File: config.mk
export PLATFORM = sky130hd
export DESIGN_NAME = txn_conflict_tracker
export DESIGN_NICKNAME = d
export VERILOG_FILES = /design/src/rtl/txn_conflict_tracker.sv
export SDC_FILE = /design/constraint.sdc
export NUM_CORES = 1
export LEC_CHECK = 0
export CAP_MARGIN = 10
export CELL_PAD_IN_SITES_DETAIL_PLACEMENT = 1
export CELL_PAD_IN_SITES_GLOBAL_PLACEMENT = 2
export CORE_AREA = 5 5 166 168
export DETAILED_ROUTE_END_ITERATION = 10
export DIE_AREA = 0 0 171 173
export HOLD_SLACK_MARGIN = 0.1
export PLACE_DENSITY = 0.88
export SETUP_SLACK_MARGIN = 0.02
export SLEW_MARGIN = 5
export SYNTH_ARGS = -nofsm -noshare
export SYNTH_HDL_FRONTEND = slang
export SYNTH_SLANG_ARGS = --single-unit
File: constraint.sdc
create_clock -name clk -period 4.4 [get_ports clk]
set_input_delay 0.88 -clock clk [delete_from_list [all_inputs] [get_ports clk]]
set_output_delay 0.88 -clock clk [all_outputs]
set_load 0.01 [all_outputs]
File: src/rtl/txn_conflict_tracker.sv
module txn_conflict_tracker #(
  parameter int NCORES = 32,
  parameter int NLINES = 16,
  parameter int CNTW   = 8,
  localparam int CW    = $clog2(NCORES),
  localparam int LW    = $clog2(NLINES)
) (
  input  logic              clk,
  input  logic              rst_n,
  input  logic              tx_begin,
  input  logic              loc_rd,
  input  logic              loc_wr,
  input  logic [LW-1:0]     loc_line,
  input  logic              acc_vld,
  input  logic [CW-1:0]     acc_core,
  input  logic [LW-1:0]     acc_line,
  input  logic              acc_wr,
  input  logic              commit_req,
  input  logic              abt_in_vld,
  input  logic [CW-1:0]     abt_in_src,
  input  logic              ack_in_vld,
  input  logic [CW-1:0]     ack_in_src,
  output logic              tx_active,
  output logic              tx_committing,
  output logic [NCORES-1:0] racers_vec,
  output logic [NCORES-1:0] killers_vec,
  output logic [NCORES-1:0] abt_out_mask,
  output logic              ack_out_vld,
  output logic [CW-1:0]     ack_out_dst,
  output logic              tx_committed,
  output logic              tx_aborted,
  output logic [CNTW-1:0]   spur_cnt
);

  typedef enum logic [1:0] {S_IDLE, S_RUN, S_WAIT} st_t;

  st_t st;
  logic [NLINES-1:0] sr, sm;
  logic [NCORES-1:0] pend;

  wire [NCORES-1:0] abt_bit  = NCORES'(1) << abt_in_src;
  wire [NCORES-1:0] ack_bit  = NCORES'(1) << ack_in_src;
  wire [NCORES-1:0] acc_bit  = NCORES'(1) << acc_core;
  wire              kil_hit  = |(killers_vec & abt_bit);
  wire              do_abort = abt_in_vld && kil_hit && st == S_RUN;
  wire              spur     = abt_in_vld && !kil_hit;
  wire              acc_mod  = sm[acc_line];
  wire              acc_any  = sr[acc_line] | sm[acc_line];
  wire [NCORES-1:0] pend_nx  = pend & ~(ack_in_vld ? ack_bit : '0);

  assign tx_active     = (st == S_RUN);
  assign tx_committing = (st == S_WAIT);

  always_ff @(posedge clk) begin
    if (!rst_n) begin
      st           <= S_IDLE;
      sr           <= '0;
      sm           <= '0;
      pend         <= '0;
      racers_vec   <= '0;
      killers_vec  <= '0;
      abt_out_mask <= '0;
      ack_out_vld  <= 1'b0;
      ack_out_dst  <= '0;
      tx_committed <= 1'b0;
      tx_aborted   <= 1'b0;
      spur_cnt     <= '0;
    end else begin
      tx_committed <= 1'b0;
      tx_aborted   <= 1'b0;
      abt_out_mask <= '0;
      ack_out_vld  <= abt_in_vld;
      ack_out_dst  <= abt_in_src;
      if (spur && spur_cnt != '1) spur_cnt <= spur_cnt + 1'b1;

      case (st)
        S_IDLE: if (tx_begin) st <= S_RUN;
        S_RUN: begin
          if (do_abort) begin
            tx_aborted  <= 1'b1;
            st          <= S_IDLE;
            sr          <= '0;
            sm          <= '0;
            racers_vec  <= '0;
            killers_vec <= '0;
          end else if (commit_req) begin
            if (racers_vec == '0) begin
              tx_committed <= 1'b1;
              st           <= S_IDLE;
              sr           <= '0;
              sm           <= '0;
              killers_vec  <= '0;
            end else begin
              abt_out_mask <= racers_vec;
              pend         <= racers_vec;
              st           <= S_WAIT;
            end
          end else begin
            if (acc_vld && acc_mod)           racers_vec  <= racers_vec | acc_bit;
            if (acc_vld && acc_wr && acc_any) killers_vec <= killers_vec | acc_bit;
            if (loc_rd) sr[loc_line] <= 1'b1;
            if (loc_wr) sm[loc_line] <= 1'b1;
          end
        end
        S_WAIT: begin
          pend <= pend_nx;
          if (pend_nx == '0) begin
            tx_committed <= 1'b1;
            st           <= S_IDLE;
            sr           <= '0;
            sm           <= '0;
            racers_vec   <= '0;
            killers_vec  <= '0;
          end
        end
        default: st <= S_IDLE;
      endcase
    end
  end

  AST_ONE_OUTCOME: assert property (@(posedge clk) disable iff (!rst_n)
    !(tx_committed && tx_aborted));
  AST_CLEAR_ON_END: assert property (@(posedge clk) disable iff (!rst_n)
    (tx_committed || tx_aborted) |-> (racers_vec == '0 && killers_vec == '0));
  AST_MASK_IS_RACERS: assert property (@(posedge clk) disable iff (!rst_n)
    (abt_out_mask != '0) |-> (abt_out_mask == racers_vec && tx_committing));
  AST_ACK_REPLY: assert property (@(posedge clk) disable iff (!rst_n)
    abt_in_vld |=> (ack_out_vld && ack_out_dst == $past(abt_in_src)));
  AST_READ_READ: assert property (@(posedge clk) disable iff (!rst_n)
    (tx_active && acc_vld && !acc_wr && !sm[acc_line] && !do_abort && !commit_req)
      |=> ($stable(racers_vec) && $stable(killers_vec)));
  AST_PEND_SUBSET: assert property (@(posedge clk) disable iff (!rst_n)
    tx_committing |-> ((pend & ~racers_vec) == '0 && pend != '0));
  AST_EMPTY_COMMIT: assert property (@(posedge clk) disable iff (!rst_n)
    (tx_active && commit_req && !do_abort && racers_vec == '0)
      |=> (tx_committed && abt_out_mask == '0));

endmodule

==> results.md, run 1 <==
- The global router's overall resource usage is 19.0%.
- The total number of yosys warnings is 0.
- The number of hold-slack violations in the final timing report is 0.
- The first global-routing pass estimated 44,400 um of wire.
- The number of endpoints failing setup at the final stage is 0.
- The number of primary I/O pins is 147.
- The sequential cell area fraction in the yosys report is 45.1%.
- The wire length reported by the detailed router is 28,400 um.
- For the final routed database, the setup TNS stands at 0 ps.
- The actual transition at the worst max-transition pin is 827 ps.
- The run finished with clean final reports.
- The last element of the critical path is killers_vec[14].
- The floorplan die width is 171 um.
- For this run, the detailed router's first-pass iteration total came to 5.
- The number of instances resized during post-cts repair is 0.
- The launching point of the worst reg2reg path is killers_vec[15].
- In this run the standard cell core region covers 25,800 sq um.
- Synthesis produced a netlist with a net count of 950.
- The total half-perimeter wirelength after legalization and detailed placement is 20,400 um.
- The highest fanout seen on the critical path is 32.
- Between clock sinks in the finished design, the worst skew comes to 11.7 ps.
- After the first detailed-routing iteration, the DRC count stood at 518.
- For this run, asynchronously set or reset flops after synthesis account for 0%.
- After clock tree synthesis, the flow added hold-fix buffers numbering 0.
- Counting I/O delays and the setup requirement, the final critical path takes 3830 ps.
- The insertion delay of the later-clocked pin in the worst-skew pair is 440 ps.
- The total congestion overflow is 0.
- Entering global routing, the biggest net connects 75 pins.
- Counting tap cells, the placed design contains a total of 1,360 instances.
- Counting buffers and inverters, the worst setup path is 9 cells deep.
- The count of antenna diodes in the layout is 0.
- For this design the ratio of total power to cell area is 343 nW/um^2.
- The max capacitance violation total is 0.
- The worst path arrival time is 4140 ps.
- The average wire length per cell after detail routing is 20.4 um.
- The number of distinct library cells after synthesis is 65.
- Setup repair after global routing left no endpoint under its margin.
- Ranked by instance count, the synthesized netlist is headed by sky130_fd_sc_hd__dfxtp_1 (178), sky130_fd_sc_hd__nor2_1 (117), sky130_fd_sc_hd__nand2_1 (88), sky130_fd_sc_hd__o21ai_0 (68), sky130_fd_sc_hd__a31oi_1 (54).
- The count of cells along the worst register-to-register path is 10.
- The critical path's largest stage delay is 710 ps.
- The worst pin sits at a relative slew slack of 44.8%.
- The share of synthesized area in the top cell type comes to 45.1%.
- Buffers inserted during clock tree synthesis total 17.
- The most common flop cell mapped by yosys is sky130_fd_sc_hd__dfxtp_1.
- The fraction of layout instances using a drive strength above 1 is 8.51%.
- The launch point of the worst path is ack_in_src[3].
- The final-stage net count is 1,081.
- Synthesis handed over a netlist of 913 instances.
- The met1 routed wirelength after detailed routing is 13,000 um.
- The maximum level of the CTS H-tree is 4.
- TritonCTS built the clock tree.
- The ratio of final minimum period to clock period is 87.0%.
- The min-delay analysis places its worst path in the category register to register.
- The layout filler cell count is 3,019.
- The count of nets left with antenna violations once routing finished came out at 0.
- The clock-pin slew of the registers on the worst-case setup and hold paths is 70 ps.
- The clock passes through at most 2 buffers.
- The starting density of the core is 30.7%.
- Together, buffers and inverters on the worst path number 1.
- The amount of wire on met3 after detailed routing is 1150 um.
- The met2 layer wire length in the routed design is 13,700 um.
- The worst-case register-to-register setup slack is 1300 ps.
- The class of the most critical setup path is input port to register.
- Post-CTS timing repair inserted 0 buffers for setup.
- The element type at the critical path end is a register.
- The synthesized design contains 0 enable-type register cells.
- The die span in y is 173 um.
- At the end of routability-driven placement, the weighted congestion stood at 0.842.
- The via count of the first global-routing pass is 7,651.
- In the routed design, unresolved DRC markers number 0.
- For this design the static power due to leakage is 3.57 nW.
- The max-slew violation count is 0.
- The initial antenna violation count came to 0.
- Clock tree synthesis found a total of 178 sinks.
- STA classifies the critical path startpoint as an input port.
- For the worst setup path, the data required time is 4720 ps.
- The cell area that synthesis handed to floorplanning was 7910 sq um.
- The number of standard-cell rows in the floorplan is 59.
- After synthesis, the cell types taking the most area are sky130_fd_sc_hd__dfxtp_1 (45%), sky130_fd_sc_hd__nor2_1 (5.6%), sky130_fd_sc_hd__o21ai_0 (4.3%).
- The worst flop-to-flop path endpoint is spur_cnt[4].
- The floorplan die area is 29,600 sq um.
- The overall via count from detail_route is 7,510.
- The synthesized design contains 178 register bits.
- The area growth from synthesis to final layout is 30.6%.
- The quantity of I/O buffers inserted on ports is 146.
- The cell with the largest stage delay on the worst path is sky130_fd_sc_hd__or4b_1.
- The cell family contributing the most delay on the critical path is compound AO/OA/AOI/OAI gates.
- In this run the top signal layer used is met4.
- Clock tree synthesis selected as its root buffer the cell sky130_fd_sc_hd__clkbuf_16.
- The top achievable clock speed is 261 MHz.
- The signal on the critical path passes through clkdlybuf4s50_1 > or4b_1 > o21ai_1 > nand2_1 > nand4b_1 > o41a_1 > a211oi_4 > a21o_4 > nor2_1.
- Across the VDD grid, the largest voltage drop is 0.250 mV.
- The post-synthesis cell type with the largest combined area is sky130_fd_sc_hd__dfxtp_1.
- Excluding fillers, the count of instances in the completed layout stands at 1,392.
- The most frequently used cell type in the post-synthesis netlist is sky130_fd_sc_hd__dfxtp_1.
- The mean instance size in the synthesized netlist is 8.66 sq um.
- The average via count per standard cell is 5.40.
-- state kept, by name (all words and copies together), names as in the netlist --
signal        cells
racers_vec       32
abt_out_mask     32
spur_cnt          8
killers_vec      32
pend             32
sr               16
st                2
ack_out_dst       5
sm               16
tx_aborted        1
tx_committed      1
ack_out_vld       1
-- layer usage --
| metal | track usage, % | vias up |
|---|---|---|
| li1 | - | 3536 |
| met1 | 25.5 | 3758 |
| met2 | 30.8 | 181 |
| met3 | 3.54 | 35 |
| met4 | 5.81 | 0 |
| met5 | 0 | - |
-- how the worst min path moves through the flow --
stage | cells after the start | end | slack [ps] | from
6_report | 2 | sr[14] | 460 | sr[14]
5_1_grt | 2 | sm[5] | 490 | sm[5]
4_1_cts | 2 | sm[5] | 470 | sm[5]
3_5_place_dp | 2 | sr[8] | 450 | sr[8]
3_3_place_gp | 2 | sr[3] | 440 | sr[3]
2_1_floorplan | 2 | sm[14] | 430 | sm[14]
-- area by class of cell --
class | count | area [sq um] | share of cell area [%]
inverters | 9 | 33.8 | 0.327
clock inverters | 9 | 73.8 | 0.715
well taps | 335 | 419 | 4.06
clock buffers | 23 | 478 | 4.63
multi-input cells | 655 | 3960 | 38.4
repair buffers | 183 | 1800 | 17.4
flip-flops and latches | 178 | 3560 | 34.5
-- power breakdown --
| part | internal [mW] | switching, mW | total [mW] | leakage, nW |
|---|---|---|---|---|
| Combinational | 0.158 | 0.283 | 0.440 | 1.87 |
| Clock | 0.775 | 0.679 | 1.45 | 0.257 |
| Sequential | 1.63 | 0.0161 | 1.64 | 1.44 |
| Total | 2.56 | 0.978 | 3.54 | 3.57 |
-- per-stage QoR --
| stage | power, mW | setup slack (ps) | hold slack (ps) | cell area [sq um] | utilization (%) |
|---|---|---|---|---|---|
| 2_1_floorplan | 1.94 | 1020 | 432 | 7910 | - |
| 3_3_place_gp | 2.11 | 198 | 442 | 9770 | 37.9 |
| 3_5_place_dp | 2.12 | 165 | 455 | 9770 | 37.9 |
| 4_1_cts | 3.57 | 617 | 471 | 10300 | 40.1 |
| 5_1_grt | 3.67 | 367 | 495 | 10300 | 40.1 |
| 6_report | 3.54 | 572 | 465 | 10300 | 40.1 |
-- worst register-to-register path: cells and delay by family (launching register included) --
family	cells	cell delay [ps]
and+or+nand+nor	4	1270
AOI/OAI and AO/OA	2	480
buffers and inverters	2	450
DFF	1	340
muxes	1	290
xor gates and xnor gates	1	110
-- placed cells by master (no fill, tap or decap), drive strengths merged, types with 4 or more instances in the layout --
cell type and count:
mux2i 15, dfxtp 178, and2 41, o32ai 10, a211oi 6, clkbuf 23
buf 38, nor2b 10, nor2 117, a31oi 55, o21ai 69, o21a 42
nand4 7, clkdlybuf4s50 145, a21boi 6, clkinvlp 4, nor4 14, o22ai 4
ha 4, nor3 25, and3 5, o211ai 32, nand2b 8, nand2 88
inv 11, nand3 5, a21oi 26, o21bai 4, or3 5, mux4 6
or2 4
-- logic make-up after synthesis --
group | synth area share (%)
AOI/OAI and AO/OA | 23.5
buffers and inverters | 4.94
and+or+nand+nor | 21.5
muxes | 3.75
xor gates and xnor gates | 0.665
adders and majority gates | 0.633
DFF | 45.1
(Power assumes the default switching activity.)
==> run 2, diff against run 1 <==
--- a/config.mk
+++ b/config.mk
@@ -8,11 +8,12 @@
 export CAP_MARGIN = 10
 export CELL_PAD_IN_SITES_DETAIL_PLACEMENT = 1
 export CELL_PAD_IN_SITES_GLOBAL_PLACEMENT = 2
-export CORE_AREA = 5 5 166 168
+export CORE_AREA = 10 10 169 171
+export CTS_BUF_LIST = sky130_fd_sc_hd__clkbuf_4
 export DETAILED_ROUTE_END_ITERATION = 10
-export DIE_AREA = 0 0 171 173
+export DIE_AREA = 0 0 179 181
 export HOLD_SLACK_MARGIN = 0.1
-export PLACE_DENSITY = 0.88
+export PLACE_DENSITY = 0.89
 export SETUP_SLACK_MARGIN = 0.02
 export SLEW_MARGIN = 5
 export SYNTH_ARGS = -nofsm -noshare
==> run 2 against run 1 <==
  * Sequential share of layout area up 1.0 points
  * Cell area shrank 2.8%
  * Setup slack improved by 200 ps
  * Worst hold slack better by 23 ps
  * Wire length shrank 1.5%
  * Final cell count decreased by 0.86%
  * Register-to-register slack gained 90 ps
  * Sequential cell count unchanged
  * Fmax increased by 5.6%
  * Clock skew up 16 ps
  * Clock-buffer cell count is 6 lower
  * Sequential power is essentially flat
  * Largest cell class unchanged
  * Highest routed layer unchanged
==> results.md, run 2 (synthesized netlist as in run 1, its figures left out) <==
- The setup slack after layout is 776 ps.
- The antenna violation net count after detailed routing is 0.
- The area growth from synthesis to final layout is 26.9%.
- In this run the tightest slew margin relative to its limit is 45.1%.
- The ratio of total power to cell area is 305 nW/um^2.
- The final hold slack is 488 ps.
- The hold-fix buffer count after cts is 0.
- The buffer cell driving the clock tree root is sky130_fd_sc_hd__clkbuf_4.
- The via count of the first global-routing pass is 7,566.
- The die span in y is 181 um.
- The worst slack after detailed placement is 171 ps.
- The floorplan has 58 rows.
- The clock share of power is 32.1%.
- The region available for standard cell placement spans 25,000 sq um.
- In this run the worst path has a maximum fanout of 32.
- The die covers 32,400 sq um.
- For this configuration, the core starts out at a cell density of 31.6%.
- The library cell used most frequently in the layout, excluding fill and tap cells, is sky130_fd_sc_hd__dfxtp_1.
- The run finished with clean final reports.
- The wire length of the first global-routing pass is 43,400 um.
- The insertion delay of the later-clocked pin in the worst-skew pair is 610 ps.
- The worst-case register-to-register setup slack is 1390 ps.
- Clock-pin slew was measured on the worst setup and hold paths at 180 ps.
- The classification of the worst-slack hold path is register to register.
- The number of DRC markers in iteration 0 is 445.
- The maximum root-to-sink buffer count is 2.
- In this run, flip-flops and latches consume 53.8% of the power.
- The setup fix buffers added after clock tree synthesis is 0.
- The internal power summed over all cells is 2.09 mW.
- Summed over all failing endpoints, the final setup total negative slack is 0 ps.
- Setup violations remaining at the end of the flow were counted as 0.
- The net count of the finished layout is 1,073.
- The initial antenna violation count is 1.
- The wire length reported by the detailed router is 28,000 um.
- Of the available clock period, the critical path in the final layout requires 82.4%.
- The first-pass iteration count of the detailed router is 6.
- The number of hold-slack violations in the final timing report is 0.
- Data on the critical path is required at its endpoint by 4900 ps.
- The max capacitance violation total is 0.
- The fraction of power spent switching nets is 31.5%.
- After routing the design area is 10,000 sq um.
- The routed layout has 7,391 vias.
- The number of buffers inserted during clock tree synthesis is 17.
- At the end of routability-driven placement, the weighted congestion stood at 0.843.
- The max-slew violation count is 0.
- The placed cell area is 9730 sq um.
- After detailed routing, the average wire length per cell comes to 20.3 um.
- The number of instances resized during post-cts repair is 0.
- The type of origin of the critical path is an input port.
- For this design the total switching power over the nets is 0.965 mW.
- Entering global routing, the biggest net connects 75 pins.
- The total half-perimeter wirelength after legalization and detailed placement is 20,300 um.
- At the pin with the least slew margin, the transition time is 824 ps.
- Summed over all cells, the static leakage comes to 3.43 nW.
- The maximum resistive drop on vdd is 0.127 mV.
- The global router's overall resource usage is 16.9%.
- The quantity of I/O buffers inserted on ports is 146.
- The placed instance count is 1,347.
- The top achievable clock speed is 276 MHz.
- The worst path arrival time is 4120 ps.
- The post-detailed-route DRC marker count is 0.
- The worst setup path is captured at a register.
- In the layout the commonest cells are sky130_fd_sc_hd__dfxtp_1 (178), sky130_fd_sc_hd__clkdlybuf4s50_1 (145), sky130_fd_sc_hd__nor2_1 (117), sky130_fd_sc_hd__nand2_1 (88), sky130_fd_sc_hd__o21ai_0 (68).
- The critical path is of the input port to register type.
- The proportion of power drawn by combinational gates is 14.1%.
- The die is 179 um wide.
- The TritonCTS clock tree is built.
- The tree built by TritonCTS fans out to 178 sinks.
- The post-layout instance count excluding filler cells is 1,380.
- For this run the aggregate overflow at the end of global routing stands at 0.
- Setup repair after global routing left no endpoint under its margin.
- The number of primary I/O pins is 147.
- The average via count per standard cell is 5.36.
- The time the final worst path needs with I/O delays and setup is 3620 ps.
- The maximum level of the CTS H-tree is 4.
- The fraction of layout instances using a drive strength above 1 is 8.10%.
- Clock skew on the completed layout was measured at 27.6 ps.
[run 2: layout make-up]
type                    instances  area, sq um
inverters                       9         33.8
clock buffers                  17          128
multi-input cells             655         3960
flip-flops and latches        178         3560
repair buffers                175         1760
diodes                          1         2.50
well taps                     330          413
fillers                      2927        15000
clock inverters                15          169
[run 2: power by group through the flow]
stage	Combinational [mW]	Sequential, mW	Clock, mW
3_5_place_dp	0.431	1.68	0
3_3_place_gp	0.424	1.68	0
5_1_grt	0.470	1.65	1.06
4_1_cts	0.432	1.65	1.00
6_report	0.430	1.65	0.982
2_1_floorplan	0.262	1.68	0
[run 2: critical path, stage by stage]
cell and delay [ps]:
sky130_fd_sc_hd__clkdlybuf4s50_1 610, sky130_fd_sc_hd__or4b_1 630, sky130_fd_sc_hd__o32ai_1 350, sky130_fd_sc_hd__nand4_1 180, sky130_fd_sc_hd__o41a_1 620, sky130_fd_sc_hd__a211oi_4 350
sky130_fd_sc_hd__a21o_4 390, sky130_fd_sc_hd__nor2_1 90
[run 2: through the flow]
stage	power (mW)	util, %
2_1_floorplan	1.94	-
3_3_place_gp	2.11	38.9
3_5_place_dp	2.11	38.9
4_1_cts	3.08	40.1
5_1_grt	3.18	40.1
6_report	3.06	40.1
[run 2: worst paths after layout]
path,from,end,cells past startpoint
setup / recovery,ack_in_vld,killers_vec[28],8
hold / removal,sr[6],sr[6],2
setup reg to reg,racers_vec[11],killers_vec[28],7
hold reg to reg,sr[6],sr[6],2
[run 2: per-layer routing]
metal / wire length, um / track usage [%] / vias up
met5: 0 / 0 / -
met4: 423 / 4.90 / 0
met3: 1540 / 3.82 / 25
met2: 13700 / 28.0 / 155
met1: 12300 / 21.2 / 3691
li1: - / - / 3520
